`src/rtl/smc_pkg.sv`:
```
package smc_pkg;
  typedef enum logic [2:0] {
    SM_RUN       = 3'd0,
    SM_STOP3     = 3'd1,
    SM_STOP3_REG = 3'd2,
    SM_STOP3_DBG = 3'd3,
    SM_STOP2     = 3'd4
  } smc_mode_e;
endpackage

```
`src/rtl/smc_mode_sel.sv`:
```
module smc_mode_sel
  import smc_pkg::*;
(
  input  logic      stop_en,
  input  logic      dbg_en,
  input  logic      lvd_en,
  input  logic      lvd_stop,
  input  logic      ppd_sel,
  output smc_mode_e next_mode,
  output logic      illegal
);
  // Fixed priority: disabled, debug, low-voltage armed, then power-down select
  always_comb begin
    illegal   = 1'b0;
    next_mode = SM_RUN;
    if (!stop_en)
      illegal = 1'b1;
    else if (dbg_en)
      next_mode = SM_STOP3_DBG;
    else if (lvd_en && lvd_stop)
      next_mode = SM_STOP3_REG;
    else if (ppd_sel)
      next_mode = SM_STOP2;
    else
      next_mode = SM_STOP3;
  end
endmodule

```
`src/rtl/smc_wake_sync.sv`:
```
module smc_wake_sync #(
  parameter int WIDTH  = 8,
  parameter int STAGES = 2
) (
  input  logic             clk,
  input  logic             rst_n,
  input  logic [WIDTH-1:0] async_in,
  output logic [WIDTH-1:0] sync_out
);
  localparam int LAST = STAGES - 1;

  for (genvar b = 0; b < WIDTH; b++) begin : g_bit
    logic [STAGES-1:0] chain;
    always_ff @(posedge clk or negedge rst_n) begin
      if (!rst_n) chain <= '0;
      else        chain <= {chain[STAGES-2:0], async_in[b]};
    end
    assign sync_out[b] = chain[LAST];
  end
endmodule

```
`src/rtl/stop_mode_ctrl.sv`:
```
module stop_mode_ctrl
  import smc_pkg::*;
#(
  parameter int NUM_WAKE = 8,
  parameter int IRQ_IDX  = 0,
  parameter int RTC_IDX  = 1
) (
  input  logic                clk,
  input  logic                rst_n,
  input  logic                stop_req,
  input  logic                cfg_stop_en,
  input  logic                cfg_dbg_en,
  input  logic                cfg_lvd_en,
  input  logic                cfg_lvd_stop,
  input  logic                cfg_ppd_sel,
  input  logic [NUM_WAKE-1:0] wake_src,
  input  logic [NUM_WAKE-1:0] wake_mask,
  input  logic                pin_reset,
  input  logic                lvd_reset,
  output logic [2:0]          mode,
  output logic                clk_en,
  output logic                reg_active,
  output logic                illegal_rst,
  output logic                vec_reset,
  output logic                vec_irq
);
  localparam logic [NUM_WAKE-1:0] DEEP_ALLOW =
    (NUM_WAKE'(1) << IRQ_IDX) | (NUM_WAKE'(1) << RTC_IDX);

  smc_mode_e           mode_q;
  smc_mode_e           sel_mode;
  logic                sel_illegal;
  logic [NUM_WAKE-1:0] wake_s;
  logic [NUM_WAKE-1:0] allow;
  logic                stopped;
  logic                rst_event;
  logic                wake_hit;

  smc_mode_sel u_sel (
    .stop_en   (cfg_stop_en),
    .dbg_en    (cfg_dbg_en),
    .lvd_en    (cfg_lvd_en),
    .lvd_stop  (cfg_lvd_stop),
    .ppd_sel   (cfg_ppd_sel),
    .next_mode (sel_mode),
    .illegal   (sel_illegal)
  );

  smc_wake_sync #(.WIDTH(NUM_WAKE), .STAGES(2)) u_sync (
    .clk      (clk),
    .rst_n    (rst_n),
    .async_in (wake_src),
    .sync_out (wake_s)
  );

  assign stopped   = (mode_q != SM_RUN);
  assign allow     = (mode_q == SM_STOP2) ? DEEP_ALLOW : '1;
  assign rst_event = pin_reset | lvd_reset;
  assign wake_hit  = |(wake_s & wake_mask & allow);

  always_ff @(posedge clk or negedge rst_n) begin
    if (!rst_n) begin
      mode_q      <= SM_RUN;
      illegal_rst <= 1'b0;
      vec_reset   <= 1'b0;
      vec_irq     <= 1'b0;
    end else begin
      illegal_rst <= 1'b0;
      vec_reset   <= 1'b0;
      vec_irq     <= 1'b0;
      if (!stopped) begin
        if (stop_req) begin
          if (sel_illegal) illegal_rst <= 1'b1;
          else             mode_q      <= sel_mode;
        end
      end else if (rst_event) begin
        mode_q    <= SM_RUN;
        vec_reset <= 1'b1;
      end else if (wake_hit) begin
        mode_q <= SM_RUN;
        if (mode_q == SM_STOP2) vec_reset <= 1'b1;
        else                    vec_irq   <= 1'b1;
      end
    end
  end

  assign mode       = mode_q;
  assign clk_en     = (mode_q == SM_RUN) || (mode_q == SM_STOP3_DBG);
  assign reg_active = (mode_q != SM_STOP3) && (mode_q != SM_STOP2);

  AST_ILLEGAL_STAYS_RUN: assert property (@(posedge clk) disable iff (!rst_n)
    (!stopped && stop_req && !cfg_stop_en) |=> (illegal_rst && mode_q == SM_RUN));
  AST_CLOCKS_GATED: assert property (@(posedge clk) disable iff (!rst_n)
    (mode_q == SM_STOP3 || mode_q == SM_STOP3_REG || mode_q == SM_STOP2) |-> !clk_en);
  AST_REG_HELD: assert property (@(posedge clk) disable iff (!rst_n)
    (mode_q == SM_STOP3_REG) |-> reg_active);
  AST_RESET_EXIT: assert property (@(posedge clk) disable iff (!rst_n)
    (stopped && rst_event) |=> (mode_q == SM_RUN && vec_reset && !vec_irq));
  AST_MODE_HOLDS: assert property (@(posedge clk) disable iff (!rst_n)
    stopped |=> (mode_q == SM_RUN || $stable(mode_q)));
  AST_ONE_VECTOR: assert property (@(posedge clk) disable iff (!rst_n)
    !(vec_reset && vec_irq));
  AST_DEEP_NO_IRQ_VEC: assert property (@(posedge clk) disable iff (!rst_n)
    (mode_q == SM_STOP2) |=> !vec_irq);
endmodule

```
`config.mk`:
```
export PLATFORM = sky130hd
export DESIGN_NAME = stop_mode_ctrl
export DESIGN_NICKNAME = d
export VERILOG_FILES = /design/src/rtl/smc_pkg.sv /design/src/rtl/smc_mode_sel.sv /design/src/rtl/smc_wake_sync.sv /design/src/rtl/stop_mode_ctrl.sv
export SDC_FILE = /design/constraint.sdc
export NUM_CORES = 1
export LEC_CHECK = 0
export BUFFER_PORTS_ARGS = -buffer_cell sky130_fd_sc_hd__buf_2
export CORE_UTILIZATION = 35
export DETAILED_ROUTE_END_ITERATION = 12
export PLACE_DENSITY = 0.65
export SYNTH_ARGS = -nofsm -noshare
export SYNTH_HDL_FRONTEND = slang
export SYNTH_SLANG_ARGS = --single-unit
export TNS_END_PERCENT = 1
```
`constraint.sdc`:
```
create_clock -name clk -period 1.05 [get_ports clk]
set_clock_uncertainty 0.15 [all_clocks]
set_input_delay 0.1575 -clock clk [delete_from_list [all_inputs] [get_ports clk]]
set_output_delay 0.1575 -clock clk [all_outputs]
set_load 0.005 [all_outputs]
```
==> key figures, run 1 <==
Placement
  • Quantity of I/O buffers inserted on ports: 33
  • Half-perimeter wire length after placement: between 1 and 1.5 mm
  • Area after detailed placement: 967 sq um
  • Gp weighted congestion: roughly 0.78

Timing
  • Slew Limit Fails: 0
  • Final sum of negative setup slack: -2.60 ns
  • Final setup fails: 14
  • Number of endpoints with negative hold slack in the final report: 0
  • Max transition margin: between 60% and 70%
  • Pin slew with the least headroom to its limit: roughly 0.47 ns
  • Highest attainable clock frequency: around 700 MHz
  • Final worst path period share: 135%
  • Unrepaired setup endpoints after global routing: yes
  • Final worst-path setup slack: -0.372 ns
  • Minimum period implied by the final worst setup slack: 1.42 ns
  • Worst hold slack across all endpoints: 0.0273 ns

Power
  • Part of the total power dissipated in the clock network: 28.0%
  • Share of total power in sequential cells: ~57%
  • Final total power: roughly 1.6 mW
  • Leakage power total: between 0.5 and 0.6 nW
  • Net Sw Frac: between 20% and 30%
  • Sw power: between 300 and 400 uW
  • Peak supply drop: ~860 uV
  • Combinational fraction of design power: between 10% and 20%
  • Power per cell area: between 1000 and 1500 mW/mm^2
  • Cell-internal power: 1.24 mW

Setup path
  • Data arrival time of the critical path: roughly 1.1 ns
  • Worst endpoint required time: 0.74 ns
  • Worst setup path startpoint: mode[1]
  • Critical Path Source Type: register
  • Reg-to-reg startpoint: mode[0]
  • Category of the worst setup path capture point: output port
  • Reg-to-reg endpoint: mode[2]
  • Cell-by-cell trace of the critical path: xor2_1 > nor2_1 > buf_2
  • Number of stages on the worst setup path: 3
  • Maximum single-stage delay on the critical path: approximately 0.46 ns
  • Timing endpoint of the critical path: clk_en
  • CP max-delay cell: dfrtp_2
  • Setup Crit Path Kind: reg2out
  • Worst setup slack for register-to-register paths: -0.29 ns
  • Kind of cell with the highest combined delay on the critical path: flip-flops
  • Cell depth of the worst flop-to-flop path: 4
  • Critical path peak fanout: 5
  • Number of buffer and inverter instances along the worst setup path: 1

Route
  • Max Used Layer: met4
  • Amount of wire on met2 after detailed routing: ~840 um
  • Mean routed wirelength per cell: 11.5 um
  • Final ANT Viol Nets: 0
  • Via density per instance: about 4.5
  • Number of design rule violations left after detail routing: 0
  • First-pass DRT Iterations: 2
  • Final wirelength: approximately 1.6 mm
  • Initial DRC Count: 6
  • Met3 routed wirelength: between 70 and 80 um
  • Via count: around 610
  • Total routed wire length on the met1 layer: 628 um

Layout
  • Post-layout nets: between 100 and 150
  • Share of post-route cells with drive strength above 1: between 40% and 50%
  • Most frequent cells in the layout: buf_2, dfrtp_1, dlygate4sd3_1
  • Most common cell after layout, fill and taps aside: buf_2
  • Number of diodes added for antenna fixing: 0
  • Final core occ: between 50% and 60%
  • Syn-to-layout area delta: 59.5%
  • Area of all placed cells without fillers: around 0.0012 sq mm

Yosys
  • Distinct cell type count after synthesis: 15
  • Average cell area after synthesis: 14.3 sq um
  • Sequential area share after synthesis: between 70% and 80%
  • Flops & latches, synth: 22
  • Post-Syn Instances: between 50 and 60
  • Combined area of all synthesized cells: 742 sq um
  • Count of synthesis-stage warnings from yosys: 0
  • Net count after synthesis: 78

Clocking
  • Later-pin clock latency in the skew report: 0.30 ns
  • Number of CTS-inserted buffers: 3
  • Longest Clk Path Bufs: 2
  • Worst-path clk slew: between 0.1 and 0.15 ns
  • H-tree levels: 1
  • CTS tree: built
  • Number of sinks handled by clock tree synthesis: 22
  • Clock root cell: clkbuf_4

Global routing
  • Pin count of the biggest net entering global routing: 23
  • Final global-route overflow total: 0
  • Via count of the first global-routing pass: about 600
  • GRT Total Usage: between 10% and 20%
  • Initial antenna violation count: 0
  • Wire length of the first global-routing pass: 2.24 mm

Die
  • Core box area: approximately 0.0020 sq mm
  • Top-level port count: 34
  • Height of the die: between 40 and 50 um
  • Initial Utilization: a little under two fifths
  • Width of the chip: between 40 and 50 um
  • Floorplan die area: 0.00231 sq mm
  • Core Rows: 16

Outcome
  • Violated checks: negative setup slack
  • Run status: finished, violations left

Worst hold path
  • Hold Path Class: in2reg

Flow run
  • Number of max-cap violations: 0
cell families after synthesis:
group | Yosys count | synth area share (%)
compound gates | 13 | 12.0
xor+xnor | 2 | 2.36
flops | 22 | 74.2
simple gates | 15 | 11.5
Yosys cell counts:
cell      instances  area (sq um)
xor2_1            2          17.5
nand2b_1          2          12.5
nand2_1           2          7.51
a21oi_1           3          15.0
nand3_1           4          20.0
o21ai_0           1          5.00
dfrtp_1          22           551
o22ai_1           3          18.8
a22oi_1           3          22.5
a31oi_1           1          6.26
nand3_2           1          10.0
nor2_1            5          18.8
a22oi_2           1          12.5
a41oi_1           1          8.76
nor3_4            1          16.3
flip-flops by register name (all words and copies together) (netlist names):
register / flops
vec_irq: 1
illegal_rst: 1
vec_reset: 1
mode: 3
u_sync.g_bit.chain: 16
tightest hold or removal path: stages:
cell,delay (ns)
buf_2,0.08
nor2_1,0.08
o21ai_1,0.09
a41oi_1,0.05
through the flow:
stage,std cells,worst slack [ns]
after floorplan,52,-0.0645
after global placement,115,-0.117
after detailed placement,115,-0.132
after CTS,135,-0.378
after global routing,135,-0.460
final,135,-0.372
timing repair:
item                                    4_1_cts  5_1_grt
hold endpoints to repair                     34        0
setup buffers                                 3        0
pin swaps                                     2        2
hold buffers                                 13        0
endpoints found under the setup margin       14       14
resized for setup                             2        4
cloned                                        0        0
power groups by stage:
stage	Clock (mW)	Combinational (mW)	Sequential, mW
after floorplan	0	0.0623	0.931
after global routing	0.495	0.263	0.917
after CTS	0.458	0.226	0.911
after detailed placement	0	0.172	0.933
after global placement	0	0.171	0.929
final	0.445	0.235	0.912
layer usage:
metal	global-route usage, %	up-vias
met3	4.53	2
met5	0	-
met2	27.3	25
met1	14.3	281
met4	8.89	0
li1	-	299
final cells by class:
| cell class | instances | area [sq um] |
|---|---|---|
| fillers | 164 | 798 |
| flip-flops and latches | 22 | 554 |
| multi-input cells | 30 | 209 |
| well taps | 27 | 33.8 |
| clock buffers | 4 | 36.3 |
| repair buffers | 52 | 350 |
worst min-delay path by stage:
stage                              to  cells after the start  slack (ns)          from
after floorplan           illegal_rst                      0       -0.29         rst_n
after global placement    illegal_rst                      1       -0.02         rst_n
after detailed placement    vec_reset                      1       -0.01         rst_n
after CTS                     mode[2]                      4        0.02    cfg_dbg_en
after global routing          mode[0]                      4        0.03  cfg_lvd_stop
final                         vec_irq                      4        0.03     pin_reset
Power figures use the tool's default switching activity.
==> run 2: changes to the inputs <==
PLACE_DENSITY = not set   (was 0.65)
SYNTH_HIERARCHICAL = 1   (was not set)
==> run 2 against run 1 <==
The run ends with negative hold slack, negative setup slack left. Utilization down 4.9 points. Highest routed layer is now met3. Cell count down 2.2%. Critical endpoint unchanged. Clock power down 1%. Largest cell class unchanged.
==> key figures, run 2 <==
Layout
  • Largest Register: u_sync/g_bit.chain (was u_sync.g_bit.chain)
  • Multi-input gate area in the final layout: 258 sq um (was 209 sq um)
  • Max FFs per register: 16 (unchanged)
  • Non-Filler Instances: 132 (was 135)
  • Area of all placed cells without fillers: 0.00121 sq mm (was 0.00118 sq mm)
  • Number of diodes added for antenna fixing: 0 (unchanged)
  • Most common cell after layout, fill and taps aside: buf_2 (unchanged)
  • Post-layout nets: 131 (was 135)
  • Most frequent cells in the layout: buf_2, dfrtp_1, dlygate4sd3_1 (unchanged)
  • Fill count: 204 (was 164)
  • Share of post-route cells with drive strength above 1: 55.8% (was 48.1%)
  • Syn-to-layout area delta: 47.9% (was 59.5%)
  • Total area of sequential cells: 553 sq um (was 554 sq um)

Timing
  • Pin slew with the least headroom to its limit: 0.470 ns (was 0.471 ns)
  • Final worst path period share: 132% (was 135%)
  • Max transition margin: 68.7% (was 68.6%)
  • Worst hold slack across all endpoints: -0.0899 ns (was 0.0273 ns)
  • Number of endpoints with negative hold slack in the final report: 1 (was 0)
  • Minimum period implied by the final worst setup slack: 1.39 ns (was 1.42 ns)
  • Unrepaired setup endpoints after global routing: yes (unchanged)
  • Final setup fails: 14 (unchanged)
  • Final worst-path setup slack: -0.339 ns (was -0.372 ns)
  • Highest attainable clock frequency: 720 MHz (was 703 MHz)
  • Slew Limit Fails: 0 (unchanged)

Yosys
  • Distinct cell type count after synthesis: 19 (was 15)
  • Flops & latches, synth: 22 (unchanged)
  • Count of synthesis-stage warnings from yosys: 6 (was 0)
  • Cell type with the largest total area after synthesis: dfrtp_1 (unchanged)
  • Most instantiated library cell after synthesis: dfrtp_1 (unchanged)
  • Count of flip-flops with a built-in enable after synthesis: 0 (unchanged)
  • Fraction of synthesized cell area taken by the top area cell type: 67.1% (was 74.2%)
  • Post-Syn Instances: 58 (was 52)
  • Sequential area share after synthesis: 67.1% (was 74.2%)
  • Top FF cell, synth: dfrtp_1 (unchanged)
  • Combined area of all synthesized cells: 821 sq um (was 742 sq um)
  • Share of synthesized flip-flops with an asynchronous set or reset: 100% (unchanged)
  • Top cells by instance count after synthesis: dfrtp_1, buf_4, a22oi_1 (was dfrtp_1, nor2_1, nand3_1)
  • Cell types with the largest area share after synthesis: dfrtp_1, buf_4, a32o_1 (was dfrtp_1, a22oi_1, nand3_1)
  • Average cell area after synthesis: 14.2 sq um (was 14.3 sq um)
  • Net count after synthesis: 84 (was 78)

Power
  • Peak supply drop: 940 uV (was 865 uV)
  • Power per cell area: 1280 mW/mm^2 (was 1340 mW/mm^2)
  • Leakage power total: 0.596 nW (was 0.576 nW)

Route
  • First-pass DRT Iterations: 4 (was 2)
  • Final ANT Viol Nets: 0 (unchanged)
  • Via density per instance: 4.48 (was 4.50)
  • Via count: 592 (was 607)
  • Final wirelength: 1.41 mm (was 1.56 mm)
  • Number of design rule violations left after detail routing: 0 (unchanged)
  • Mean routed wirelength per cell: 10.7 um (was 11.5 um)
  • Initial DRC Count: 5 (was 6)

Setup path
  • Setup Crit Path Kind: reg2out (unchanged)
  • Worst endpoint required time: 0.74 ns (about the same)
  • Category of the worst setup path capture point: output port (unchanged)
  • Critical Path Source Type: register (unchanged)
  • Critical path peak fanout: 4 (was 5)
  • Cell depth of the worst flop-to-flop path: 4 (unchanged)
  • Data arrival time of the critical path: 1.08 ns (was 1.11 ns)

Die
  • Width of the chip: 50.4 um (was 48.0 um)
  • Core box area: 0.00221 sq mm (was 0.00198 sq mm)
  • Floorplan die area: 0.00254 sq mm (was 0.00231 sq mm)
  • Top-level port count: 34 (unchanged)
  • Initial Utilization: 37.1% (was 37.4%)
  • Height of the die: 50.4 um (was 48.0 um)
  • Core Rows: 17 (was 16)

Global routing
  • Wire length of the first global-routing pass: 2.21 mm (was 2.24 mm)
  • GRT Total Usage: 11.4% (was 14.8%)
  • Pin count of the biggest net entering global routing: 23 (unchanged)
  • Initial antenna violation count: 0 (unchanged)
  • Via count of the first global-routing pass: 565 (was 595)
  • Final global-route overflow total: 0 (unchanged)

Placement
  • Quantity of I/O buffers inserted on ports: 33 (unchanged)
  • Placed insts: 114 (was 115)
  • Gp weighted congestion: 0.733 (was 0.778)
  • Area after detailed placement: 0.00101 sq mm (was 967 sq um)
  • Post-Place Setup Slack: -0.172 ns (was -0.132 ns)

Flow run
  • Number of max-cap violations: 0 (unchanged)

Worst hold path
  • Hold depth: 2 (was 4)
  • Hold Path Class: in2reg (unchanged)

Clocking
  • Worst-path clk slew: 0.11 ns (about the same)
  • Longest Clk Path Bufs: 2 (unchanged)
  • Clock root cell: clkbuf_4 (unchanged)
  • Number of CTS-inserted buffers: 3 (unchanged)
  • Number of sinks handled by clock tree synthesis: 22 (unchanged)
  • Later-pin clock latency in the skew report: 0.29 ns (was 0.30 ns)
  • Hold Buf Count CTS: 10 (was 13)
  • H-tree levels: 1 (unchanged)
  • CTS tree: built (unchanged)

Outcome
  • Violated checks: negative hold slack, negative setup slack (was negative setup slack)
  • Run status: finished, violations left (unchanged)
-- run 2: worst paths after layout --
kind	from	end	slack, ns
worst max-delay path	mode[1]	clk_en	-0.34
worst min-delay path	pin_reset	vec_irq	-0.09
worst max register to register	mode[1]	mode[0]	-0.29
worst min register to register	u_sync/g_bit[6].chain[0]	u_sync/g_bit[6].chain[1]	0.21
max in group asynchronous	rst_n	mode[0]	0.22
min in group asynchronous	rst_n	mode[1]	0.19
-- run 2: stage by stage --
stage / utilization (%) / power, mW / setup TNS [ns]
after CTS: 53.1 / 1.57 / -2.81
after global placement: 45.6 / 1.08 / -0.675
after global routing: 54.9 / 1.64 / -3.40
after floorplan: - / 1.00 / -0.559
final: 54.9 / 1.56 / -2.62
after detailed placement: 45.6 / 1.09 / -0.865
-- run 2: layout make-up --
| type | instances | area share, % |
|---|---|---|
| clock buffers | 4 | 2.99 |
| repair buffers | 50 | 27.0 |
| multi-input cells | 27 | 21.2 |
| flip-flops and latches | 22 | 45.6 |
| inverters | 1 | 0.309 |
| well taps | 28 | 2.89 |
-- run 2: metal layers --
| metal | routed length (um) | up-vias | GRT usage (%) |
|---|---|---|---|
| met5 | 0 | - | 0 |
| met4 | 0 | 0 | 1.39 |
| met3 | 109 | 0 | 3.03 |
| met2 | 737 | 24 | 22.7 |
| met1 | 560 | 277 | 12.1 |
| li1 | - | 291 | - |
-- run 2: what timing repair did --
| action | in CTS | in global routing |
|---|---|---|
| endpoints found under the hold margin | 32 | 1 |
| endpoints found under the setup margin | 14 | 14 |
| pin swaps | 2 | 1 |
| resized for setup | 2 | 5 |
| buffers inserted | 2 | 2 |
-- run 2: logic make-up after synthesis --
family	count (synthesis)	synth area share, %
flops	22	67.1
compound gates	13	13.4
simple gates	12	9.60
buf+inv	9	7.77
xor+xnor	2	2.13
-- run 2: report_power, final --
group / switching (mW) / internal, mW / total (mW)
logic: 0.0922 / 0.124 / 0.216
clock network: 0.228 / 0.211 / 0.439
registers: 0.0151 / 0.888 / 0.903
total: 0.335 / 1.22 / 1.56
-- run 2: critical path, cell delays in order, from the launching register on --
cell and delay [ns]:
dfrtp_2 0.44, xor2_1 0.17, nor2_1 0.07, buf_2 0.11
==> run 3: changes to the inputs <==
CORE_UTILIZATION = 41   (was 35)
PLACE_DENSITY = 0.73   (was not set)
==> run 3 against run 2 <==
The run still ends with negative hold slack, negative setup slack left. First-iteration DRC count did not move. Sequential power barely moved. Clock power up 43%. Via count up 2.4%. Global-route usage grew 4.4 points. Critical path type unchanged. Critical endpoint is now reg_active.
==> key figures, run 3 (same netlist as run 2, synthesis figures left out) <==
Outcome
  • Violated checks: negative hold slack, negative setup slack (unchanged)
  • Run status: finished, violations left (unchanged)

Layout
  • Most frequent cells in the layout: buf_2, dfrtp_1, dlygate4sd3_1 (unchanged)
  • Number of diodes added for antenna fixing: 0 (unchanged)
  • Non-Filler Instances: 130 (was 132)
  • Share of post-route cells with drive strength above 1: 54.3% (was 55.8%)
  • Syn-to-layout area delta: 51.4% (was 47.9%)
  • Most common cell after layout, fill and taps aside: buf_2 (unchanged)
  • Post-layout nets: 132 (was 131)
  • Largest Register: u_sync/g_bit.chain (unchanged)
  • Final core occ: 69.0% (was 54.9%)
  • Max FFs per register: 16 (unchanged)

Die
  • Initial Utilization: 45.6% (was 37.1%)
  • Core box area: 0.00180 sq mm (was 0.00221 sq mm)
  • Width of the chip: 46.7 um (was 50.4 um)
  • Core Rows: 15 (was 17)
  • Floorplan die area: 0.00218 sq mm (was 0.00254 sq mm)
  • Top-level port count: 34 (unchanged)
  • Height of the die: 46.7 um (was 50.4 um)

Route
  • Via count: 606 (was 592)
  • Via density per instance: 4.66 (was 4.48)
  • Mean routed wirelength per cell: 11.3 um (was 10.7 um)
  • Initial DRC Count: 5 (unchanged)
  • Final ANT Viol Nets: 0 (unchanged)
  • Final wirelength: 1.47 mm (was 1.41 mm)
  • First-pass DRT Iterations: 4 (unchanged)
  • Number of design rule violations left after detail routing: 0 (unchanged)

Timing
  • Slew Limit Fails: 0 (unchanged)
  • Number of endpoints with negative hold slack in the final report: 1 (unchanged)
  • Final sum of negative setup slack: -2.88 ns (was -2.62 ns)
  • Max transition margin: 68.4% (was 68.7%)
  • Worst hold slack across all endpoints: -0.115 ns (was -0.0899 ns)
  • Final worst path period share: 131% (was 132%)
  • Unrepaired setup endpoints after global routing: yes (unchanged)
  • Minimum period implied by the final worst setup slack: 1.38 ns (was 1.39 ns)
  • Pin slew with the least headroom to its limit: 0.473 ns (was 0.470 ns)
  • Final worst-path setup slack: -0.328 ns (was -0.339 ns)
  • Highest attainable clock frequency: 726 MHz (was 720 MHz)
  • Final setup fails: 14 (unchanged)

Global routing
  • Wire length of the first global-routing pass: 2.30 mm (was 2.21 mm)
  • Busiest grt layer: met2 (unchanged)
  • GRT Total Usage: 15.9% (was 11.4%)
  • Final global-route overflow total: 0 (unchanged)
  • Met1 track demand over resource: 17.5% (was 12.1%)
  • Initial antenna violation count: 0 (unchanged)
  • Pin count of the biggest net entering global routing: 23 (unchanged)
  • Met2 demand-to-capacity share in global routing: 28.3% (was 22.7%)
  • Via count of the first global-routing pass: 539 (was 565)
  • Met3 usage in global routing: 3.46% (was 3.03%)

Power
  • Share of total power in sequential cells: 51.4% (was 58.0%)
  • Leakage power total: 0.609 nW (was 0.596 nW)
  • Combinational fraction of design power: 12.7% (was 13.9%)
  • Cell-internal power: 1.40 mW (was 1.22 mW)
  • Net Sw Frac: 20.1% (was 21.5%)
  • Part of the total power dissipated in the clock network: 35.8% (was 28.2%)
  • Peak supply drop: 1390 uV (was 940 uV)
  • Sw power: 352 uW (was 335 uW)
  • Power per cell area: 1410 mW/mm^2 (was 1280 mW/mm^2)
  • Final total power: 1.75 mW (was 1.56 mW)

Placement
  • Half-perimeter wire length after placement: roughly 980 um
  • Quantity of I/O buffers inserted on ports: 33 (unchanged)
  • Gp weighted congestion: 0.813 (was 0.733)
  • Placed insts: 111 (was 114)

Setup path
  • Setup Crit Path Kind: reg2out (unchanged)
  • Data arrival time of the critical path: 1.07 ns (was 1.08 ns)
  • Critical Path Source Type: register (unchanged)
  • Critical path peak fanout: 3 (was 4)
  • Category of the worst setup path capture point: output port (unchanged)
  • Worst endpoint required time: 0.74 ns (about the same)

Clocking
  • Worst-path clk slew: 0.12 ns (was 0.11 ns)
  • CTS tree: built (unchanged)
  • H-tree levels: 1 (unchanged)
  • Hold Buf Count CTS: 12 (was 10)
  • Later-pin clock latency in the skew report: 0.30 ns (was 0.29 ns)
  • Number of CTS-inserted buffers: 3 (unchanged)
  • Longest Clk Path Bufs: 2 (unchanged)
  • Clock root cell: clkbuf_4 (unchanged)
  • Number of sinks handled by clock tree synthesis: 22 (unchanged)

Worst hold path
  • Hold Path Class: in2reg (unchanged)

Flow run
  • Number of max-cap violations: 0 (unchanged)
==> run 3: cell count changes in the layout (fill, tap and decap cells not counted), sizes merged <==
cell,change
buf,-1
dlygate4sd3,+2
bufinv,+1
clkbuf,-1
==> run 3: through the flow <==
step                cell area (sq um)  setup slack (ns)
floorplan                         846            -0.137
global placement                 1000            -0.129
detailed placement               1000            -0.171
CTS                              1220            -0.349
global route                     1240            -0.414
finish                           1240            -0.328
==> run 3: critical path, cell delays in order (launching register included) <==
cell and delay, ns:
dfrtp_2 0.44, xor2_1 0.15, nand2b_1 0.06, buf_2 0.12
==> run 3: cell type report <==
cell class / count / area [sq um]
Fill cell: 133 / 559
Sequential cell: 22 / 553
Timing Repair Buffer: 51 / 344
Multi-Input combinational cell: 27 / 258
Tap cell: 25 / 31.3
Clock inverter: 1 / 30.0
Clock buffer: 3 / 22.5
Inverter: 1 / 3.75
==> run 3: what timing repair did <==
action	CTS	global route
setup buffers	3	0
endpoints found under the setup margin	14	14
pin swaps	0	0
gates resized for setup	4	4
hold endpoints to repair	33	1
==> run 3: power groups by stage <==
stage	clock network, mW	registers, mW	logic (mW)
6_report	0.629	0.903	0.224
3_5_place_dp	0	0.923	0.165
5_1_grt	0.679	0.907	0.251
2_1_floorplan	0	0.919	0.0860
4_1_cts	0.651	0.904	0.215
3_3_place_gp	0	0.920	0.162
==> run 3: routing by layer <==
metal	vias up	share of wire, %
met2	24	55
met5	-	0
met4	0	0.82
met3	2	4.9
met1	284	39
li1	296	-
==> run 3: final timing paths <==
kind | from | end | slack, ns | depth (start not counted)
worst max-delay path | mode[0] | reg_active | -0.33 | 3
worst min-delay path | pin_reset | vec_irq | -0.11 | 2
worst max register to register | mode[0] | mode[0] | -0.29 | 4
worst min register to register | u_sync/g_bit[3].chain[0] | u_sync/g_bit[3].chain[1] | 0.21 | 0
max in group asynchronous | rst_n | mode[1] | 0.21 | 2
min in group asynchronous | rst_n | mode[2] | 0.18 | 2
